`config.mk`:
```
export PLATFORM = sky130hd
export DESIGN_NAME = lane_permute_unit
export DESIGN_NICKNAME = d
export VERILOG_FILES = /design/src/rtl/lpu_pkg.sv /design/src/rtl/lpu_route_ctrl.sv /design/src/rtl/lpu_lane_mux.sv /design/src/rtl/lane_permute_unit.sv
export SDC_FILE = /design/constraint.sdc
export NUM_CORES = 1
export LEC_CHECK = 0
export BUFFER_PORTS_ARGS = -buffer_cell sky130_fd_sc_hd__buf_2
export CORE_ASPECT_RATIO = 0.6
export CORE_MARGIN = 2
export CORE_UTILIZATION = 30
export DETAILED_ROUTE_END_ITERATION = 10
export SLEW_MARGIN = 20
export SYNTH_ARGS = -nofsm -noshare
export SYNTH_HDL_FRONTEND = slang
export SYNTH_SLANG_ARGS = --single-unit
```
`constraint.sdc`:
```
create_clock -name clk -period 3.3 [get_ports clk]
set_input_delay 0.495 -clock clk [delete_from_list [all_inputs] [get_ports clk]]
set_output_delay 0.495 -clock clk [all_outputs]
set_load 0.05 [all_outputs]
```
`src/rtl/lpu_pkg.sv`:
```
package lpu_pkg;
  localparam int LANES = 4;
  localparam int IDX_W = $clog2(LANES);
  localparam int SEL_W = LANES * IDX_W;

  typedef enum logic [2:0] {
    OP_COPY    = 3'd0,
    OP_SWIZZLE = 3'd1,
    OP_SHUFFLE = 3'd2,
    OP_ILV_L32 = 3'd3,
    OP_ILV_H32 = 3'd4,
    OP_ILV_L64 = 3'd5,
    OP_ILV_H64 = 3'd6,
    OP_ZERO    = 3'd7
  } lpu_op_e;

  typedef struct packed {
    logic             kill;
    logic             use_b;
    logic [IDX_W-1:0] idx;
  } lane_route_t;
endpackage

```
`src/rtl/lpu_route_ctrl.sv`:
```
module lpu_route_ctrl
  import lpu_pkg::*;
(
  input  logic [2:0]                    op,
  input  logic [SEL_W-1:0]              sel,
  input  logic                          svl_nz,
  output lane_route_t [LANES-1:0]       route
);
  localparam int HALF = LANES / 2;

  always_comb begin
    for (int k = 0; k < LANES; k++) begin
      route[k].kill  = 1'b0;
      route[k].use_b = 1'b0;
      route[k].idx   = IDX_W'(k);
    end
    unique case (lpu_op_e'(op))
      OP_COPY: ;
      OP_SWIZZLE: begin
        if (svl_nz) begin
          for (int k = 0; k < LANES; k++)
            route[k].idx = sel[k*IDX_W +: IDX_W];
        end
      end
      OP_SHUFFLE: begin
        for (int k = 0; k < LANES; k++) begin
          route[k].idx   = sel[k*IDX_W +: IDX_W];
          route[k].use_b = (k >= HALF);
        end
      end
      OP_ILV_L32, OP_ILV_H32: begin
        for (int k = 0; k < LANES; k++) begin
          route[k].use_b = k[0];
          route[k].idx   = IDX_W'((k >> 1) + ((op == OP_ILV_H32) ? HALF : 0));
        end
      end
      OP_ILV_L64, OP_ILV_H64: begin
        for (int k = 0; k < LANES; k++) begin
          route[k].use_b = k[1];
          route[k].idx   = IDX_W'((k & 1) + ((op == OP_ILV_H64) ? HALF : 0));
        end
      end
      default: begin
        for (int k = 0; k < LANES; k++)
          route[k].kill = 1'b1;
      end
    endcase
  end
endmodule

```
`src/rtl/lpu_lane_mux.sv`:
```
module lpu_lane_mux
  import lpu_pkg::*;
#(
  parameter int EW = 32
) (
  input  lane_route_t          route,
  input  logic [LANES*EW-1:0]  src_a,
  input  logic [LANES*EW-1:0]  src_b,
  output logic [EW-1:0]        lane
);
  logic [EW-1:0] from_a;
  logic [EW-1:0] from_b;

  always_comb begin
    from_a = src_a[route.idx*EW +: EW];
    from_b = src_b[route.idx*EW +: EW];
    if (route.kill)       lane = '0;
    else if (route.use_b) lane = from_b;
    else                  lane = from_a;
  end
endmodule

```
`src/rtl/lane_permute_unit.sv`:
```
module lane_permute_unit
  import lpu_pkg::*;
#(
  parameter int EW    = 32,
  parameter int SVL_W = 2
) (
  input  logic                 clk,
  input  logic                 rst,
  input  logic                 in_valid,
  input  logic [2:0]           op,
  input  logic [SEL_W-1:0]     sel,
  input  logic [SVL_W-1:0]     subvl,
  input  logic [LANES*EW-1:0]  src_a,
  input  logic [LANES*EW-1:0]  src_b,
  output logic                 out_valid,
  output logic [LANES*EW-1:0]  result
);
  localparam int VW = LANES * EW;

  lane_route_t [LANES-1:0] route;
  logic [VW-1:0]           permuted;

  lpu_route_ctrl u_ctrl (
    .op     (op),
    .sel    (sel),
    .svl_nz (|subvl),
    .route  (route)
  );

  for (genvar g = 0; g < LANES; g++) begin : g_lane
    lpu_lane_mux #(.EW(EW)) u_mux (
      .route (route[g]),
      .src_a (src_a),
      .src_b (src_b),
      .lane  (permuted[g*EW +: EW])
    );
  end

  always_ff @(posedge clk) begin
    if (rst) begin
      out_valid <= 1'b0;
      result    <= '0;
    end else begin
      out_valid <= in_valid;
      if (in_valid) result <= permuted;
    end
  end
endmodule

```
Yosys cells after proc, flatten, opt, wreduce, memory -nomap -nowiden
Index checks and enable logic that the tools add are counted.

Register bits after elaboration: 129. Input bits: 272. Output and inout bits: 129. Word-level logic and storage cells: 44.

$add $sub $neg: 2. Equality and inequality tests: 6. Shift operators: 7. Muxes and demuxes: 20. Reduce and logical (&&, ||, !) cells: 7.

Operator list (number): 128-bit by 8-bit variable part select with 32-bit output (7); 32-bit two-way mux (7); 2-bit case mux with 4 select lines (4); 2-bit two-way mux (6); 3-bit == test (second input constant) (3); 7-bit OR reduction (1); 3-bit by 2-bit == test with 1-bit output (second input constant) (2); 2-bit OR reduction (3); 5-bit OR reduction (1); 2-bit adder (first input constant) (2); 3-bit by 1-bit == test with 1-bit output (second input constant) (1); 3-bit zero test (1); 1-bit two-way mux (3); 3-bit OR reduction (1).

Longest topological paths before layout
Depth in word-level cells: 7. Gate-level depth with buffers: 11. Gate-level depth less buffers: 6.

By module
From an unflattened synthesis, not the netlist that was laid out.

Cell total of the unflattened synthesis: 1058. Area, all modules: 13208.9 sq um.

By module, submodules not included: lpu_lane_mux (times used 4, cells an instance 149, area each 2067.0 sq um, sequential area each 0.0 sq um); lane_permute_unit (times used 1, cells an instance 416, area each 4673.2 sq um, sequential area each 2582.5 sq um); lpu_route_ctrl (times used 1, cells an instance 46, area each 267.8 sq um, sequential area each 0.0 sq um).

Worst setup path after synthesis
No wires, ideal clock.

Kind: input port to flip-flop. Start: in op[0]. End: reg result[118]. Library setup time: 0.117 ns. Data arrival time: 2.168 ns. Data required time: 3.183 ns. Slack: 1.015 ns. Stages on the path: 9. Buffers on the path: 3. Cell sequence: buf_4 inv_2 buf_6 nor2_4 nor2_4 buf_2 mux4_2 a22oi_1 nand2_1.

Cells in the longest elaborated chain, start to end: 7. Elaborated cells between the ends (all ways): 21. Classes of those cells: 2 x add/sub; 6 x eq/ne; 2 x shift; 6 x mux; 5 x reduce/logical.

Ends and longest elaborated chain: start, declared (line lane_permute_unit.sv:10) `input logic [2:0] op,`; 3-bit == test, on equally long branches (line lpu_route_ctrl.sv:17, lpu_route_ctrl.sv:40, lpu_route_ctrl.sv:34); 2-bit two-way mux, on equally long branches (line lpu_route_ctrl.sv:40, lpu_route_ctrl.sv:34); 2-bit adder, on equally long branches (line lpu_route_ctrl.sv:40, lpu_route_ctrl.sv:34); 2-bit case mux with 4 select lines (line lpu_route_ctrl.sv:17) `unique case (lpu_op_e'(op))`; 128-bit by 8-bit variable part select with 32-bit output, on equally long branches (line lpu_lane_mux.sv:15, lpu_lane_mux.sv:16); 32-bit two-way mux (line lpu_lane_mux.sv:18) `else if (route.use_b) lane = from_b;`; 32-bit two-way mux * (line lpu_lane_mux.sv:17) `if (route.kill) lane = '0;`; end signal, assigned (line lane_permute_unit.sv:45) `if (in_valid) result <= permuted;`; end, declared (line lane_permute_unit.sv:16) `output logic [LANES*EW-1:0] result`.

Mark *: on every way between the ends. The rest lies on a longest branch, timed or not. A chain may end at the register's enable or synchronous reset.

Worst setup path after layout
Start: in op[1]. End: reg result[66].

Cells in the longest elaborated chain, start to end: 7. Elaborated cells between the ends (all ways): 20. Classes of those cells: 1 x add/sub; 6 x eq/ne; 2 x shift; 6 x mux; 5 x reduce/logical.

Ends and longest elaborated chain: 3-bit == test (line lpu_route_ctrl.sv:17, lpu_route_ctrl.sv:34); 2-bit two-way mux (line lpu_route_ctrl.sv:34) `route[k].idx = IDX_W'((k >> 1) + ((op == OP_ILV_H32) ? HALF : 0));`; 2-bit adder (line lpu_route_ctrl.sv:34); 2-bit case mux with 4 select lines (line lpu_route_ctrl.sv:17); 128-bit by 8-bit variable part select with 32-bit output, on equally long branches (line lpu_lane_mux.sv:15, lpu_lane_mux.sv:16); 32-bit two-way mux (line lpu_lane_mux.sv:18); 32-bit two-way mux * (line lpu_lane_mux.sv:17).

Marks and branches as above.

==> summary.md <==
* **met3 track demand over resource** 12.6%
* **placed wire-length estimate** 51.7 mm
* **Hold Violations, Final** 0
* **sequential area share after synthesis** 18.8%
* **Syn. warnings** 0
* **actual slew at the worst max-slew pin** 1.24 ns
* **Remaining Overflow, GRT** 0
* **run status** completed
* **kind of critical path** input pin to flop
* **number of levels in the clock H-tree** 4
* **sort of element at the start of the critical path** input pin
* **clock latency of the later-clocked register in the worst-skew pair** 0.45 ns
* **xor/xnor share of the synthesized area** 0%
* **average vias per placed instance** 6.60
* **die area** 47,500 um2
* **leakage power** 0.00720 uW
* **Num CTS Buffers** 17
* **startpoint of the most critical hold path** rst
* **post-synthesis compound-gate area fraction** 35.3%
* **worst relative slew slack** 16.3%
* **clock tree from TritonCTS** done
* **data arrival time of the worst path** 3.24 ns
* **total negative slack** 0 ns
* **Synth-to-Final Area Change** 23.4%
* **setup repair after global routing missed its margin** false
* **Async SR Flop Fraction** 0%
* **total wire length** 76.1 mm
* **simple-gate portion of the synthesized area** 20.2%
* **Initial Utilization** 30.5%
* **area of the placeable core** 45,000 um2
* **worst slack, placed** 0.238 ns
* **buffers inserted by post-CTS timing repair** 0
* **total of endpoints with negative setup slack in the final report** 0
* **largest driver fanout on the critical path** 30
* **antenna violations before repair** 31
* **worst min-delay path class** input pin to flop
* **Post-Synth Adder-Cell Area** 0%
* **nets in the synthesized netlist** 2,071
* **combinational family with the most area after synthesis** compound AO/OA/AOI/OAI gates
* **highest clock frequency the design can meet** 351 MHz
* **die outline height** 170 um
* **Power Dens Cells** 387 nW/um2
* **length in cells of the worst reg-to-reg path** 3
* **post-synthesis cell type count** 59
* **Hold-fix buffers, CTS** 0
* **Tot GR Track Use** 30.8%
* **largest stage delay on the critical path** 0.99 ns
* **global-route wire length before repair** 110 mm
* **Worst Clk Skew** 0 ns
* **worst reg2reg startpoint** result[61]$_SDFFE_PP0P_
* **antenna-violating nets left** 0
* **final period utilization** 86.3%
* **WHS Endpoint** out_valid$_SDFF_PP0_
* **post-synth top area share** 18.8%
* **mux share of post-synthesis cell area** 17.6%
* **top_reg_cell synth** dfxtp_1
* **DRC violation total after the first TritonRoute iteration** 2,528
* **boundary pin count** 401
* **Critical path buffers and inverters** 1
* **cell type of the slowest stage on the worst timing path** o31ai_1
* **top cells by instance count after synthesis** nand2_1 (239), o21ai_0 (130), dfxtp_1 (129), clkbuf_1 (104), o22ai_1 (101)
* **end of the worst register-to-register path** result[61]$_SDFFE_PP0P_
* **grt met2 use** 42.8%
* **max-slew violation count** 0
* **final-stage net count** 2,351
* **Avg Cell Area, Syn** 7.63 um2
* **Top Usage Layer GRT** met2
* **non-filler instance count after layout** 2,705
* **Cell Count Post-Placement** 2,649
* **CTS max path bufs** 2
* **Via Count** 17.8k
* **Setup WS post-layout** 0.453 ns
* **drc violations** 0
* **flop-to-flop setup slack** 2.20 ns
* **number of flops mapped to enable cells by yosys** 0
* **pin count of the biggest net entering global routing** 100
* **placer's final routability congestion estimate** 0.917
* **drt pass-1 iters** 6
* **width of the die** 280 um
* **Mapped Cells** 1,799
* **share of post-route cells with drive strength above 1** 29.6%
* **Area contributors post-synth** dfxtp_1 (19%), mux4_2 (13%), nand2_1 (6.5%)
* **register bit count reported by yosys** 129
* **VDD IR-drop max** 0.000283 V
* **PortBufs** 400
* **crit-path leading delay family** compound AO/OA/AOI/OAI gates
* **Filler cells** 4,701
* **clk slew on worst S/H paths** 0.06 ns
* **post-synthesis cell type with the largest combined area** dfxtp_1
* **Netlist Area Pre-Place** 13,700 um2
* **worst path required time** 3.69 ns
* **clock sink total** 129
* **number of cells on the worst hold path** 2
* **max-cap check violation count** 0
* **FP Rows** 60
* **number of gates resized after cts** 0
* **top-count cell post-synth** nand2_1
* **met1 capacity usage during global routing** 41.7%
* **root cell of the clock tree** clkbuf_16
* **average routed wire per standard cell** 28.1 um
* **via count of the first global-routing pass** 16.3k
* **Critical Path End Type** flop
* **worst path cell trace** buf_4 -> or2b_2 -> o31ai_1 -> nand2_1 -> a21oi_1 -> or3_1
* **time the worst path needs with I/O delays and setup** 2.85 ns
## registers in the layout (all words and copies together), names as in the netlist
signal	count
result	128
out_valid	1
## area by class of cell
class	instances	area, um2	area share, %
Antenna cell	25	62.6	0.369
Clock inverter	9	83.8	0.495
Clock buffer	22	474	2.80
Inverter	35	133	0.783
Timing Repair Buffer	464	2670	15.8
Tap cell	589	737	4.35
Multi-Input combinational cell	1432	10200	60.2
Sequential cell	129	2580	15.2
## cell families (layout without fill, tap and decap cells)
group | after synthesis | after routing
other cells | 0 | 25
mux | 145 | 145
buf+inv | 238 | 530
simple gates | 588 | 588
compound gates | 699 | 699
flops | 129 | 129
## per-stage QoR
| step | power, uW | utilization (%) | hold WS, ns | instance area, um2 |
|---|---|---|---|---|
| detailed placement | 4590 | 36.3 | 0.426 | 16300 |
| global placement | 4550 | 36.3 | 0.424 | 16300 |
| global route | 6810 | 37.6 | 0.347 | 16900 |
| finish | 6550 | 37.7 | 0.338 | 16900 |
| CTS | 6510 | 37.5 | 0.319 | 16900 |
| floorplan | 3590 | - | 0.585 | 13700 |
## worst register-to-register path, stage by stage, from the launching register on
cell and delay [ns]:
dfxtp_1 0.35, a222oi_1 0.35, and3_1 0.21, o31ai_1 0.08
## layer usage
metal | up-vias | part of all wire, %
met5 | - | 0.088
met4 | 8 | 3.7
met3 | 205 | 15
met2 | 1486 | 41
met1 | 8505 | 40
li1 | 7641 | -
## power by group
part           leakage [uW]  internal [uW]  switching, uW
clock              0.000264           1090            833
combinational       0.00587            933           1900
sequential          0.00106           1700           95.6
## worst max-delay path by stage
stage	slack, ns	depth (start not counted)	from	end
after floorplan	1.02	9	op[0]	result[118]$_SDFFE_PP0P_
after global placement	0.27	8	op[1]	result[90]$_SDFFE_PP0P_
after detailed placement	0.24	8	op[1]	result[90]$_SDFFE_PP0P_
after CTS	0.71	8	op[1]	result[90]$_SDFFE_PP0P_
after global routing	0.57	8	op[1]	result[90]$_SDFFE_PP0P_
final	0.45	6	op[1]	result[66]$_SDFFE_PP0P_
## cells in the final DEF (no fill, tap or decap), types with 58 or more instances in the layout
cell / count
a211oi_1: 59
buf_2: 397
dfxtp_1: 129
nand3_1: 63
nor2_1: 91
or3_1: 58
o22ai_1: 101
mux2i_1: 64
o21ai_0: 130
nand2_1: 239
o221ai_1: 79
a21oi_1: 76
mux4_2: 77
Note: power is estimated with default switching activity, not from simulation.
